$ cat src/rtl/mesh_sel_pkg.sv
package mesh_sel_pkg;

    typedef enum logic [2:0] {
        PORT_LOCAL = 3'd0,
        PORT_NORTH = 3'd1,
        PORT_SOUTH = 3'd2,
        PORT_EAST  = 3'd3,
        PORT_WEST  = 3'd4
    } port_e;

    typedef enum logic [1:0] {
        MODE_XFIRST = 2'd0,
        MODE_YFIRST = 2'd1,
        MODE_RANDOM = 2'd2,
        MODE_RSVD   = 2'd3
    } mode_e;

    typedef enum logic [1:0] {
        ST_IDLE = 2'd0,
        ST_REQ  = 2'd1,
        ST_SEND = 2'd2
    } sel_state_e;

    // Relation of destination to this node along both axes.
    typedef struct packed {
        logic x_gt;
        logic x_lt;
        logic y_gt;
        logic y_lt;
    } axis_cmp_t;

    // Dimension-ordered decision for one order.
    function automatic port_e route_dir(input axis_cmp_t c, input logic y_first);
        port_e p;
        p = PORT_LOCAL;
        if (y_first) begin
            if (c.y_gt)      p = PORT_NORTH;
            else if (c.y_lt) p = PORT_SOUTH;
            else if (c.x_gt) p = PORT_EAST;
            else if (c.x_lt) p = PORT_WEST;
        end else begin
            if (c.x_gt)      p = PORT_EAST;
            else if (c.x_lt) p = PORT_WEST;
            else if (c.y_gt) p = PORT_NORTH;
            else if (c.y_lt) p = PORT_SOUTH;
        end
        return p;
    endfunction

endpackage

$ cat src/rtl/mesh_order_lfsr.sv
module mesh_order_lfsr #(
    parameter int          LFSR_W = 8,
    parameter logic [LFSR_W-1:0] TAPS = 8'hB8,
    parameter logic [LFSR_W-1:0] SEED = 8'h5A
) (
    input  logic clk,
    input  logic rst,
    input  logic step,
    output logic order_bit
);
    logic [LFSR_W-1:0] state_q;

    always_ff @(posedge clk) begin
        if (rst) begin
            state_q <= SEED;
        end else if (step) begin
            if (state_q[0]) state_q <= (state_q >> 1) ^ TAPS;
            else            state_q <= state_q >> 1;
        end
    end

    assign order_bit = state_q[0];

    // the generator must never lock up in the all-zero state
    a_r6_lfsr_alive: assert property (@(posedge clk) disable iff (rst)
        state_q != '0);

endmodule

$ cat src/rtl/mesh_route_calc.sv
module mesh_route_calc
    import mesh_sel_pkg::*;
#(
    parameter int COORD_W = 3
) (
    input  logic [COORD_W-1:0] here_x,
    input  logic [COORD_W-1:0] here_y,
    input  logic [COORD_W-1:0] dest_x,
    input  logic [COORD_W-1:0] dest_y,
    input  logic               y_first,
    output port_e              port
);
    axis_cmp_t cmp;
    port_e     by_order [2];

    always_comb begin
        cmp.x_gt = dest_x > here_x;
        cmp.x_lt = dest_x < here_x;
        cmp.y_gt = dest_y > here_y;
        cmp.y_lt = dest_y < here_y;
    end

    // One decision per dimension order, computed in parallel.
    for (genvar g = 0; g < 2; g++) begin : g_order
        assign by_order[g] = route_dir(cmp, (g == 1));
    end

    assign port = y_first ? by_order[1] : by_order[0];

endmodule

$ cat src/rtl/mesh_port_selector.sv
module mesh_port_selector
    import mesh_sel_pkg::*;
#(
    parameter int COORD_W = 3,
    parameter int PRIO_W  = 2,
    parameter int TS_W    = 8,
    parameter int PAY_W   = 16,
    parameter int LFSR_W  = 8,
    localparam int FLIT_W = PRIO_W + TS_W + 4 * COORD_W + PAY_W
) (
    input  logic               clk,
    input  logic               rst,
    input  logic [1:0]         route_mode,
    input  logic [COORD_W-1:0] node_x,
    input  logic [COORD_W-1:0] node_y,
    input  logic               in_valid,
    input  logic [FLIT_W-1:0]  in_flit,
    output logic               in_ready,
    output logic               port_valid,
    output logic [2:0]         port_code,
    input  logic               port_confirm,
    output logic               out_valid,
    output logic [2:0]         out_port,
    output logic [FLIT_W-1:0]  out_flit
);
    // Header field positions, counted from the payload upward.
    localparam int DY_LSB = PAY_W;
    localparam int DX_LSB = DY_LSB + COORD_W;

    sel_state_e          st_q;
    logic [FLIT_W-1:0]   flit_q;
    port_e               port_q;
    port_e               port_calc;
    logic                take;
    logic                rnd_bit;
    logic                use_y_first;
    logic [COORD_W-1:0]  hdr_dx;
    logic [COORD_W-1:0]  hdr_dy;

    assign in_ready = (st_q == ST_IDLE);
    assign take     = in_valid && in_ready;
    assign hdr_dx   = in_flit[DX_LSB +: COORD_W];
    assign hdr_dy   = in_flit[DY_LSB +: COORD_W];

    mesh_order_lfsr #(
        .LFSR_W (LFSR_W),
        .TAPS   (LFSR_W'(8'hB8)),
        .SEED   (LFSR_W'(8'h5A))
    ) i_lfsr (
        .clk       (clk),
        .rst       (rst),
        .step      (take),
        .order_bit (rnd_bit)
    );

    always_comb begin
        unique case (route_mode)
            MODE_YFIRST: use_y_first = 1'b1;
            MODE_RANDOM: use_y_first = rnd_bit;
            default:     use_y_first = 1'b0;
        endcase
    end

    mesh_route_calc #(
        .COORD_W (COORD_W)
    ) i_calc (
        .here_x  (node_x),
        .here_y  (node_y),
        .dest_x  (hdr_dx),
        .dest_y  (hdr_dy),
        .y_first (use_y_first),
        .port    (port_calc)
    );

    always_ff @(posedge clk) begin
        if (rst) begin
            st_q   <= ST_IDLE;
            flit_q <= '0;
            port_q <= PORT_LOCAL;
        end else begin
            unique case (st_q)
                ST_IDLE: if (take) begin
                    flit_q <= in_flit;
                    port_q <= port_calc;
                    st_q   <= ST_REQ;
                end
                ST_REQ:  if (port_confirm) st_q <= ST_SEND;
                ST_SEND: st_q <= ST_IDLE;
                default: st_q <= ST_IDLE;
            endcase
        end
    end

    assign port_valid = (st_q == ST_REQ);
    assign port_code  = port_q;
    assign out_valid  = (st_q == ST_SEND);
    assign out_port   = port_q;
    assign out_flit   = flit_q;

    // quiet and ready right after reset
    a_r1_reset_idle: assert property (@(posedge clk)
        rst |=> (!port_valid && !out_valid && in_ready));

    // only the five defined codes reach the scheduler
    a_r2_code_range: assert property (@(posedge clk) disable iff (rst)
        port_valid |-> (port_code <= 3'd4));

    // a pending request holds its code until confirmed
    a_r7_req_hold: assert property (@(posedge clk) disable iff (rst)
        (port_valid && !port_confirm) |=> (port_valid && $stable(port_code) && !out_valid));

    // forwarding only follows a confirmed request
    a_r8_after_confirm: assert property (@(posedge clk) disable iff (rst)
        $rose(out_valid) |-> $past(port_valid && port_confirm));

    // forwarded tag equals the code the scheduler saw
    a_r8_tag_match: assert property (@(posedge clk) disable iff (rst)
        out_valid |-> (out_port == $past(port_code)));

    // single-cycle forwarding pulse
    a_r8_one_pulse: assert property (@(posedge clk) disable iff (rst)
        out_valid |=> !out_valid);

    // no new flit taken while one is pending or leaving
    a_r9_busy_blocks: assert property (@(posedge clk) disable iff (rst)
        (port_valid || out_valid) |-> !in_ready);

endmodule

$ cat config.mk
export PLATFORM = sky130hd
export DESIGN_NAME = mesh_port_selector
export DESIGN_NICKNAME = d
export VERILOG_FILES = /design/src/rtl/mesh_sel_pkg.sv /design/src/rtl/mesh_order_lfsr.sv /design/src/rtl/mesh_route_calc.sv /design/src/rtl/mesh_port_selector.sv
export SDC_FILE = /design/constraint.sdc
export NUM_CORES = 1
export LEC_CHECK = 0
export BUFFER_PORTS_ARGS = -buffer_cell sky130_fd_sc_hd__buf_2
export CORE_MARGIN = 5
export CORE_UTILIZATION = 50
export CTS_CLUSTER_DIAMETER = 100
export DETAILED_ROUTE_END_ITERATION = 6
export HOLD_SLACK_MARGIN = 0.02
export PLACE_DENSITY_LB_ADDON = 0.12
export SETUP_SLACK_MARGIN = 0.4
export SLEW_MARGIN = 10
export SYNTH_ARGS = -nofsm -noshare
export SYNTH_HDL_FRONTEND = slang
export SYNTH_SLANG_ARGS = --single-unit
export TNS_END_PERCENT = 50
$ cat constraint.sdc
create_clock -name clk -period 4.05 [get_ports clk]
set_clock_uncertainty 0.1 [all_clocks]
set_input_delay 0.405 -clock clk [delete_from_list [all_inputs] [get_ports clk]]
set_output_delay 0.405 -clock clk [all_outputs]
set_load 0.005 [all_outputs]
======== Word level (Yosys, flattened, before mapping) ========
Cells that the tools add are included.
operators by class
  magnitude comparators ................... 4
  eq/ne operators ......................... 6
  mux-type cells .......................... 14
  bitwise gates (word level) .............. 1
  reduce and logical (&&, ||, !) cells .... 4
operators with widths
  operator              count
  $mux W3               8
  $mux W8               1
  $gt A3 B3 Y1          2
  $lt A3 B3 Y1          2
  $mux W2               3
  $eq A2 B1 Y1 const B  2
  $eq A2 B2 Y1 const B  2
  $ne A2 B1 Y1 const B  2
  $not A3 Y4            1
  $pmux W2 S2           1
  $reduce_and A2 Y1     2
  $logic_not A2 Y1      1
  $pmux W1 S2           1
  $logic_and A1 B1 Y1   1
storage, ports and cells
  register bits ........................... 51
  input port bits ......................... 50
  output and inout bits ................... 47
  logic and storage cells ................. 33

======== Longest topological paths before layout ========
Gate-level depths: netlist of the first run.
  depth in word-level cells ............... 6
  gate-level depth with buffers ........... 6
  gate-level depth less buffers ........... 6

======== Hierarchy ========
A second synthesis of the first run with hierarchy kept.
unflattened totals
  cells, all modules ...................... 260
  area total of the unflattened synthesis .. 2,568.7 µm²
modules (own cells, without submodules)
  module              instances  cells an instance  area an instance (µm²)  seq. area each (µm²)
  mesh_port_selector  1          197                2,025.7                 860.8
  mesh_order_lfsr     1          31                 331.6                   160.2
  mesh_route_calc     1          32                 211.5                   0.0

======== Least setup slack after synthesis of the first run ========
OpenSTA, ideal clock, no wires.
  path kind ............................... input to register
  start ................................... in node_y[2]
  end ..................................... reg port_q[2], in the netlist out_port[2]
  setup time .............................. 0.067 ns
  data arrival time ....................... 1.398 ns
  data required time ...................... 3.883 ns
  slack ................................... 2.485 ns
  stages on the path ...................... 6
  path buffers ............................ 0
  path through ............................ inv_1 > ha_1 > nand3b_1 > a21o_1 > a211o_1 > a21oi_2
on the way
  word-level cells in the longest chain between the ends .. 4
  elaborated cells on any way between the ends .. 5
  those cells by class .................... order compare (2); mux (3)
RTL lines
  what                    line                      RTL
  start: declaration      mesh_port_selector.sv:15  input logic [COORD_W-1:0] node_y,
  $lt A3 B3 Y1            mesh_route_calc.sv:20     cmp.y_lt = dest_y < here_y;
  $mux W3                 mesh_sel_pkg.sv:38        else if (c.y_lt) p = PORT_SOUTH;
  $mux W3 (*)             mesh_sel_pkg.sv:37        if (c.y_gt) p = PORT_NORTH;
  $mux W3 (*)             mesh_route_calc.sv:28     assign port = y_first ? by_order[1] : by_order[0];
  end signal: assignment  mesh_port_selector.sv:84  port_q <= port_calc;
  end: declaration        mesh_port_selector.sv:32  port_e port_q;
Mark *: on every way between the ends. The rest lies on a longest branch, timed or not.
A chain may end at the register's enable or synchronous reset.

======== Worst setup path in the final report of the first run ========
  start ................................... reg st_q[1]
  end ..................................... reg port_q[2], in the netlist out_port[2]
on the way
  word-level cells in the longest chain between the ends .. 3
RTL lines
  what                             line                                                RTL
  start: declaration               mesh_port_selector.sv:30                            sel_state_e st_q;
  start signal: assignment         mesh_port_selector.sv:77                            st_q <= ST_IDLE;
  start signal: assignment         mesh_port_selector.sv:85                            st_q <= ST_REQ;
  start signal: assignment         mesh_port_selector.sv:87                            ST_REQ: if (port_confirm) st_q <= ST_SEND;
  $logic_not A2 Y1 (*)             mesh_port_selector.sv:40, mesh_port_selector.sv:81
  $logic_and A1 B1 Y1              mesh_port_selector.sv:41                            assign take = in_valid && in_ready;
  $reduce_and A2 Y1 (no line) (*)  --
Marks and branches as above.

==> results of run 1 <==
[sequential cells by signal (all words and copies together), names as in the netlist]
register        cells
i_lfsr.state_q      8
st_q                2
out_port            3
out_flit           38
[metrics by stage]
stage               worst slack (ns)  hold WS [ns]  utilization
floorplan                       2.48         0.332            -
global placement                2.22         0.339        0.626
detailed placement              2.20         0.342        0.626
CTS                             2.25         0.218        0.652
global route                    2.10         0.228        0.652
finish                          2.27         0.232        0.652
[placed cells by master, fill, tap and decap left out, types with 2 or more instances in the layout]
cell type  count
nand2_1       90
nand3b_1       5
buf_2         96
nand3_1        3
a21o_1         2
ha_1           8
nand4_1        2
inv_1          9
a211o_1        3
dfxtp_1       51
clkbuf_8       5
nor2_1         4
nor2b_1        2
xnor2_1        3
a21oi_1       44
[layer usage]
layer / vias to the layer above / wire, um
met5: - / 0
met3: 5 / 556
li1: 1001 / -
met2: 67 / 2160
met1: 855 / 1880
met4: 0 / 70
[power breakdown]
group	internal, uW	switching, uW
sequential	537	18.4
clock	181	160
combinational	77.0	92.9
[area by class of cell]
type | count | share of cell area
Inverter | 9 | 0.0129
Tap cell | 50 | 0.0238
Clock buffer | 5 | 0.0262
Sequential cell | 51 | 0.388
Multi-Input combinational cell | 178 | 0.349
Clock inverter | 2 | 0.0143
Timing Repair Buffer | 97 | 0.186
[how the worst max path moves through the flow]
| stage | start | end | slack, ns | cells past startpoint |
|---|---|---|---|---|
| 4_1_cts | st_q[1]$_SDFFE_PP0P_ | out_port[2]$_SDFFE_PP0P_ | 2.25 | 4 |
| 5_1_grt | st_q[1]$_SDFFE_PP0P_ | out_port[2]$_SDFFE_PP0P_ | 2.10 | 4 |
| 6_report | st_q[1]$_SDFFE_PP0P_ | out_port[2]$_SDFFE_PP0P_ | 2.27 | 4 |
| 3_5_place_dp | in_valid | i_lfsr.state_q[4]$_SDFFE_PP1P_ | 2.20 | 4 |
| 2_1_floorplan | node_y[2] | out_port[2]$_SDFFE_PP0P_ | 2.48 | 6 |
| 3_3_place_gp | in_valid | i_lfsr.state_q[3]$_SDFFE_PP1P_ | 2.22 | 4 |
[worst reg2reg max path: stages, from the launching register on]
cell     delay (ns)
dfxtp_1        0.33
nor2_2         0.14
nand2_2        0.55
a211o_1        0.48
a21oi_2        0.11
[cell usage after synthesis]
cell type   n  area, um^2
nand2_1    90         338
dfxtp_1    51        1020
a21oi_1    44         220
clkbuf_1   10        37.5
inv_1       9        33.8
ha_1        8         100
buf_6       5        56.3
nand3b_1    5        37.5
nor2_1      4        15.0
a211o_1     3        26.3
buf_4       3        22.5
nand3_1     3        15.0
xnor2_1     3        26.3
a21o_1      2        15.0
buf_2       2        10.0
nand4_1     2        12.5
nor2b_1     2        12.5
a211oi_1    1        7.51
a21oi_2     1        8.76
a31oi_1     1        6.26
a32oi_1     1        8.76
and2_1      1        6.26
and2_4      1        8.76
and3b_1     1        8.76
nand2_2     1        6.26
nand2b_1    1        6.26
nor2_2      1        6.26
o2111ai_1   1        8.76
o41ai_2     1        16.3
[logic make-up after synthesis]
group / Yosys count
AND/OR/NAND/NOR: 112
AO/OA/AOI/OAI: 55
flip-flops: 51
buffers and inverters: 29
adder cells (fa/ha/maj): 8
XOR/XNOR: 3
==> results.cfg, run 1 <==
[power]
irDropWorstVdd_mv = 0.250
powerDensity_mw_per_mm2 = 405
power.total_uw = 1070
p_leak_uw = 0.00130

[grt]
grt_start_max_net_pins = 54
grt_usage = 0.163
grt.overflow.total = 0
met3_usage = 0.0628
use_met2 = 0.269
antenna_found_initial = 0
grt_pass1_vias = 1661
met1_usage = 0.191
grt_pass1_wl_um = 7110
grt-busiest-layer = met2

[logic_synthesis]
synth_xor_xnor_area_share = 0.0125
ys_seq_elements = 51
ys_seq_area_frac = 0.487
ys_types = 29
ys_warn_count = 0
synthMuxAreaShare = 0
syn_avg_cell_area_um2 = 8.13
syn_nets = 316
synth_compound_area_frac = 0.151
synth_simple_gate_area_share = 0.225
netlist_area_mm2 = 0.00210
syn_inst = 258
synth_top_family_by_area = simple AND/OR/NAND/NOR gates
yosys.area_share.adder = 0.0477

[cts]
postCtsSetupRepairBufs = 0
clkSinkCount = 51
clk_path_buf_depth = 2
holdBufCountCts = 0
cts_max_level = 2
cts_resized = 0
cts_root_buffer = clkbuf_8
cts_tree = yes
cts_inserted_buffers = 5
clock_latency_ns = 0.30
clk_pin_slew_ns = 0.09

[timing]
slew_headroom = 0.362
min_period_over_period = 0.439
max_freq_ghz = 0.563
slew_viol_final = 0
setup_viol = 0
min_period_ns = 1.78
rsz0062_at_grt = false
worst_pin_slew_ns = 0.953
finalHoldViolCount = 0
setup_tns_ns = 0

[worst_setup_path]
critical_path_class = reg -> reg
worstPathArrival_ns = 1.91
worstPathRequired_ns = 4.18
path_max_fanout = 53
crit_family = simple AND/OR/NAND/NOR gates
critPathSlowestCell = nand2_2
max_stage_delay_ns = 0.55
crit_path_end_kind = register
path_cells = nor2_2 -> nand2_2 -> a211o_1 -> a21oi_2
r2r_start = st_q[1]$_SDFFE_PP0P_
r2r_cells = 4
critPathBufInv = 0
r2r_setup_slack_ns = 2.27
r2r-end = out_port[2]$_SDFFE_PP0P_
critPathLaunchType = register

[min_path]
min_path_type = in -> reg
min_from = in_flit[4]
holdPathStages = 3
hold_path_end = out_flit[4]$_SDFFE_PP0P_

[die]
initial_core_util = 0.521
rows = 23
fp.dieW_um = 74.8
fp.dieH_um = 74.8
dieArea_mm2 = 0.00559
core-area_mm2 = 0.00403
io_pins = 97

[flow_run]
drv_cap = 0

[layout]
stdcell_area_mm2 = 0.00263
diodes = 0
nets = 400
fin_cells = 392
ff_latch_area_mm2 = 0.00102
area_growth_pct = 25.3
drive_gt1_frac = 0.319
nFillCells = 372
multiInputGateArea_um2 = 917

[placement]
portBuffers = 96
dp.cells = 385
routabilityCongestion = 0.769
dpl-instance-area_mm2 = 0.00252
dpl.hpwl_um = 3280

[drt]
wirelength_um = 4670
drcViolationCount = 0
detail-route-antenna-nets = 0
num_vias = 1928
avgViaCountPerCell = 4.92
first_pass_iters = 4
wire_per_inst_um = 11.9
first_iter_violations = 95

[status]
status = completed
Power figures use the tool's default switching activity.
==> run 2: changes to the inputs <==
- CORE_UTILIZATION: 50 -> 46
- clock period: 4.05 -> 1.65 ns (I/O delays scaled with it)
==> results.cfg, run 2 (synthesis gave the netlist of run 1 again) <==
[status]
status = completed

[drt]
wire_per_inst_um = 13.0
drcViolationCount = 0
first_pass_iters = 4
num_vias = 2147
avgViaCountPerCell = 4.80
detail-route-antenna-nets = 0
wirelength_um = 5820
first_iter_violations = 58

[worst_setup_path]
critPathBufInv = 1
critPathSlowestCell = dfxtp_2
crit_family = flip-flops
worstPathRequired_ns = 1.38
critPathLaunchType = register
path_max_fanout = 3
crit_path_end_kind = primary output
path_cells = nor2b_1 -> buf_2
worstPathArrival_ns = 1.02
max_stage_delay_ns = 0.37
critical_path_class = reg -> out

[die]
initial_core_util = 0.479
fp.dieW_um = 77.5
core-area_mm2 = 0.00438
io_pins = 97
fp.dieH_um = 77.5
dieArea_mm2 = 0.00601
rows = 24

[layout]
area_growth_pct = 56.5
final_cell_mix = 96 x buf_2, 90 x nand2_1, 48 x dfxtp_1
largest_register_ffs = 38
mostFrequentLayoutCell = buf_2
diodes = 0
nets = 452
drive_gt1_frac = 0.332

[timing]
finalHoldViolCount = 0
slew_headroom = 0.747
max_freq_ghz = 0.779
setup_tns_ns = 0
layout_setup_ws_ns = 0.366
slew_viol_final = 0
worst_pin_slew_ns = 0.379
rsz0062_at_grt = true
setup_viol = 0
min_period_over_period = 0.778
min_period_ns = 1.28

[power]
pwr-share-clk = 0.282
p_leak_uw = 0.00158
irDropWorstVdd_mv = 0.508
seqPwrFrac = 0.494
swShare = 0.262
p_int_uw = 2040
comb_power_share = 0.224
p_sw_uw = 724
powerDensity_mw_per_mm2 = 841

[cts]
cts_root_buffer = clkbuf_8
cts_max_level = 2
cts_inserted_buffers = 5
clkSinkCount = 51
clk_pin_slew_ns = 0.09
cts_tree = yes
clk_path_buf_depth = 2
clock_latency_ns = 0.29

[grt]
grt_pass1_vias = 2148
antenna_found_initial = 0
grt_pass1_wl_um = 9360
grt.overflow.total = 0
grt_start_max_net_pins = 25
grt_usage = 0.187

[placement]
portBuffers = 96
dp_slack_ns = 0.129
dpl.hpwl_um = 3610
routabilityCongestion = 0.707

[flow_run]
drv_cap = 0

[min_path]
min_path_type = in -> reg
-- run 2: what timing repair did --
item                                    CTS  global route
gates cloned                              2             3
hold buffers                             37             0
gates resized for setup                  12             4
pin swaps                                 0             4
setup buffers                             2             2
endpoints found under the setup margin   39            48
endpoints found under the hold margin    37             0
-- run 2: layout make-up --
cell class / instances / area [um^2]
clock buffer: 7 / 96.3
fill: 335 / 1100
timing repair buffer: 148 / 1090
tap: 52 / 65.1
sequential: 51 / 1020
multi-input combinational: 179 / 966
inverter: 9 / 33.8
clock inverter: 1 / 7.51
-- run 2: tightest hold or removal path, stage by stage --
cell and delay (ns):
buf_2 0.08, nand2b_1 0.09, a21oi_1 0.06
-- run 2: per-layer routing --
| layer | up-vias | wire length (um) | part of all wire | global-route usage |
|---|---|---|---|---|
| li1 | 1112 | - | - | - |
| met1 | 952 | 2350 | 0.40 | 0.205 |
| met2 | 74 | 2870 | 0.49 | 0.336 |
| met3 | 9 | 500 | 0.086 | 0.0602 |
| met4 | 0 | 97 | 0.017 | 0.0653 |
| met5 | - | 0 | 0 | 0 |
-- run 2: worst paths after layout --
| path | startpoint | endpoint | slack [ns] | cells past startpoint |
|---|---|---|---|---|
| setup / recovery | st_q[0]$_SDFFE_PP0P_ | port_valid | 0.37 | 2 |
| hold reg to reg | out_flit[8]$_SDFFE_PP0P_ | out_flit[8]$_SDFFE_PP0P_ | 0.35 | 2 |
| setup reg to reg | st_q[0]$_SDFFE_PP0P_ | i_lfsr.state_q[5]$_SDFFE_PP0P_ | 0.37 | 5 |
| hold / removal | port_confirm | st_q[0]$_SDFFE_PP0P_ | 0.04 | 3 |
-- run 2: per-stage QoR --
stage	std cells	cell area (um^2)	hold WS, ns	total power, uW	util
finish	447	3280	0.0429	2760	0.749
global route	447	3280	0.0276	2920	0.749
CTS	442	3180	0.0213	2740	0.725
detailed placement	393	2590	0.311	1840	0.592
global placement	393	2590	0.308	1840	0.592
floorplan	258	2110	0.201	1670	-
-- run 2: power groups by stage --
stage	clock network (uW)	registers [uW]	logic [uW]
2_1_floorplan	0	1390	272
4_1_cts	804	1360	576
3_5_place_dp	0	1390	453
5_1_grt	854	1380	687
3_3_place_gp	0	1390	447
6_report	778	1360	620
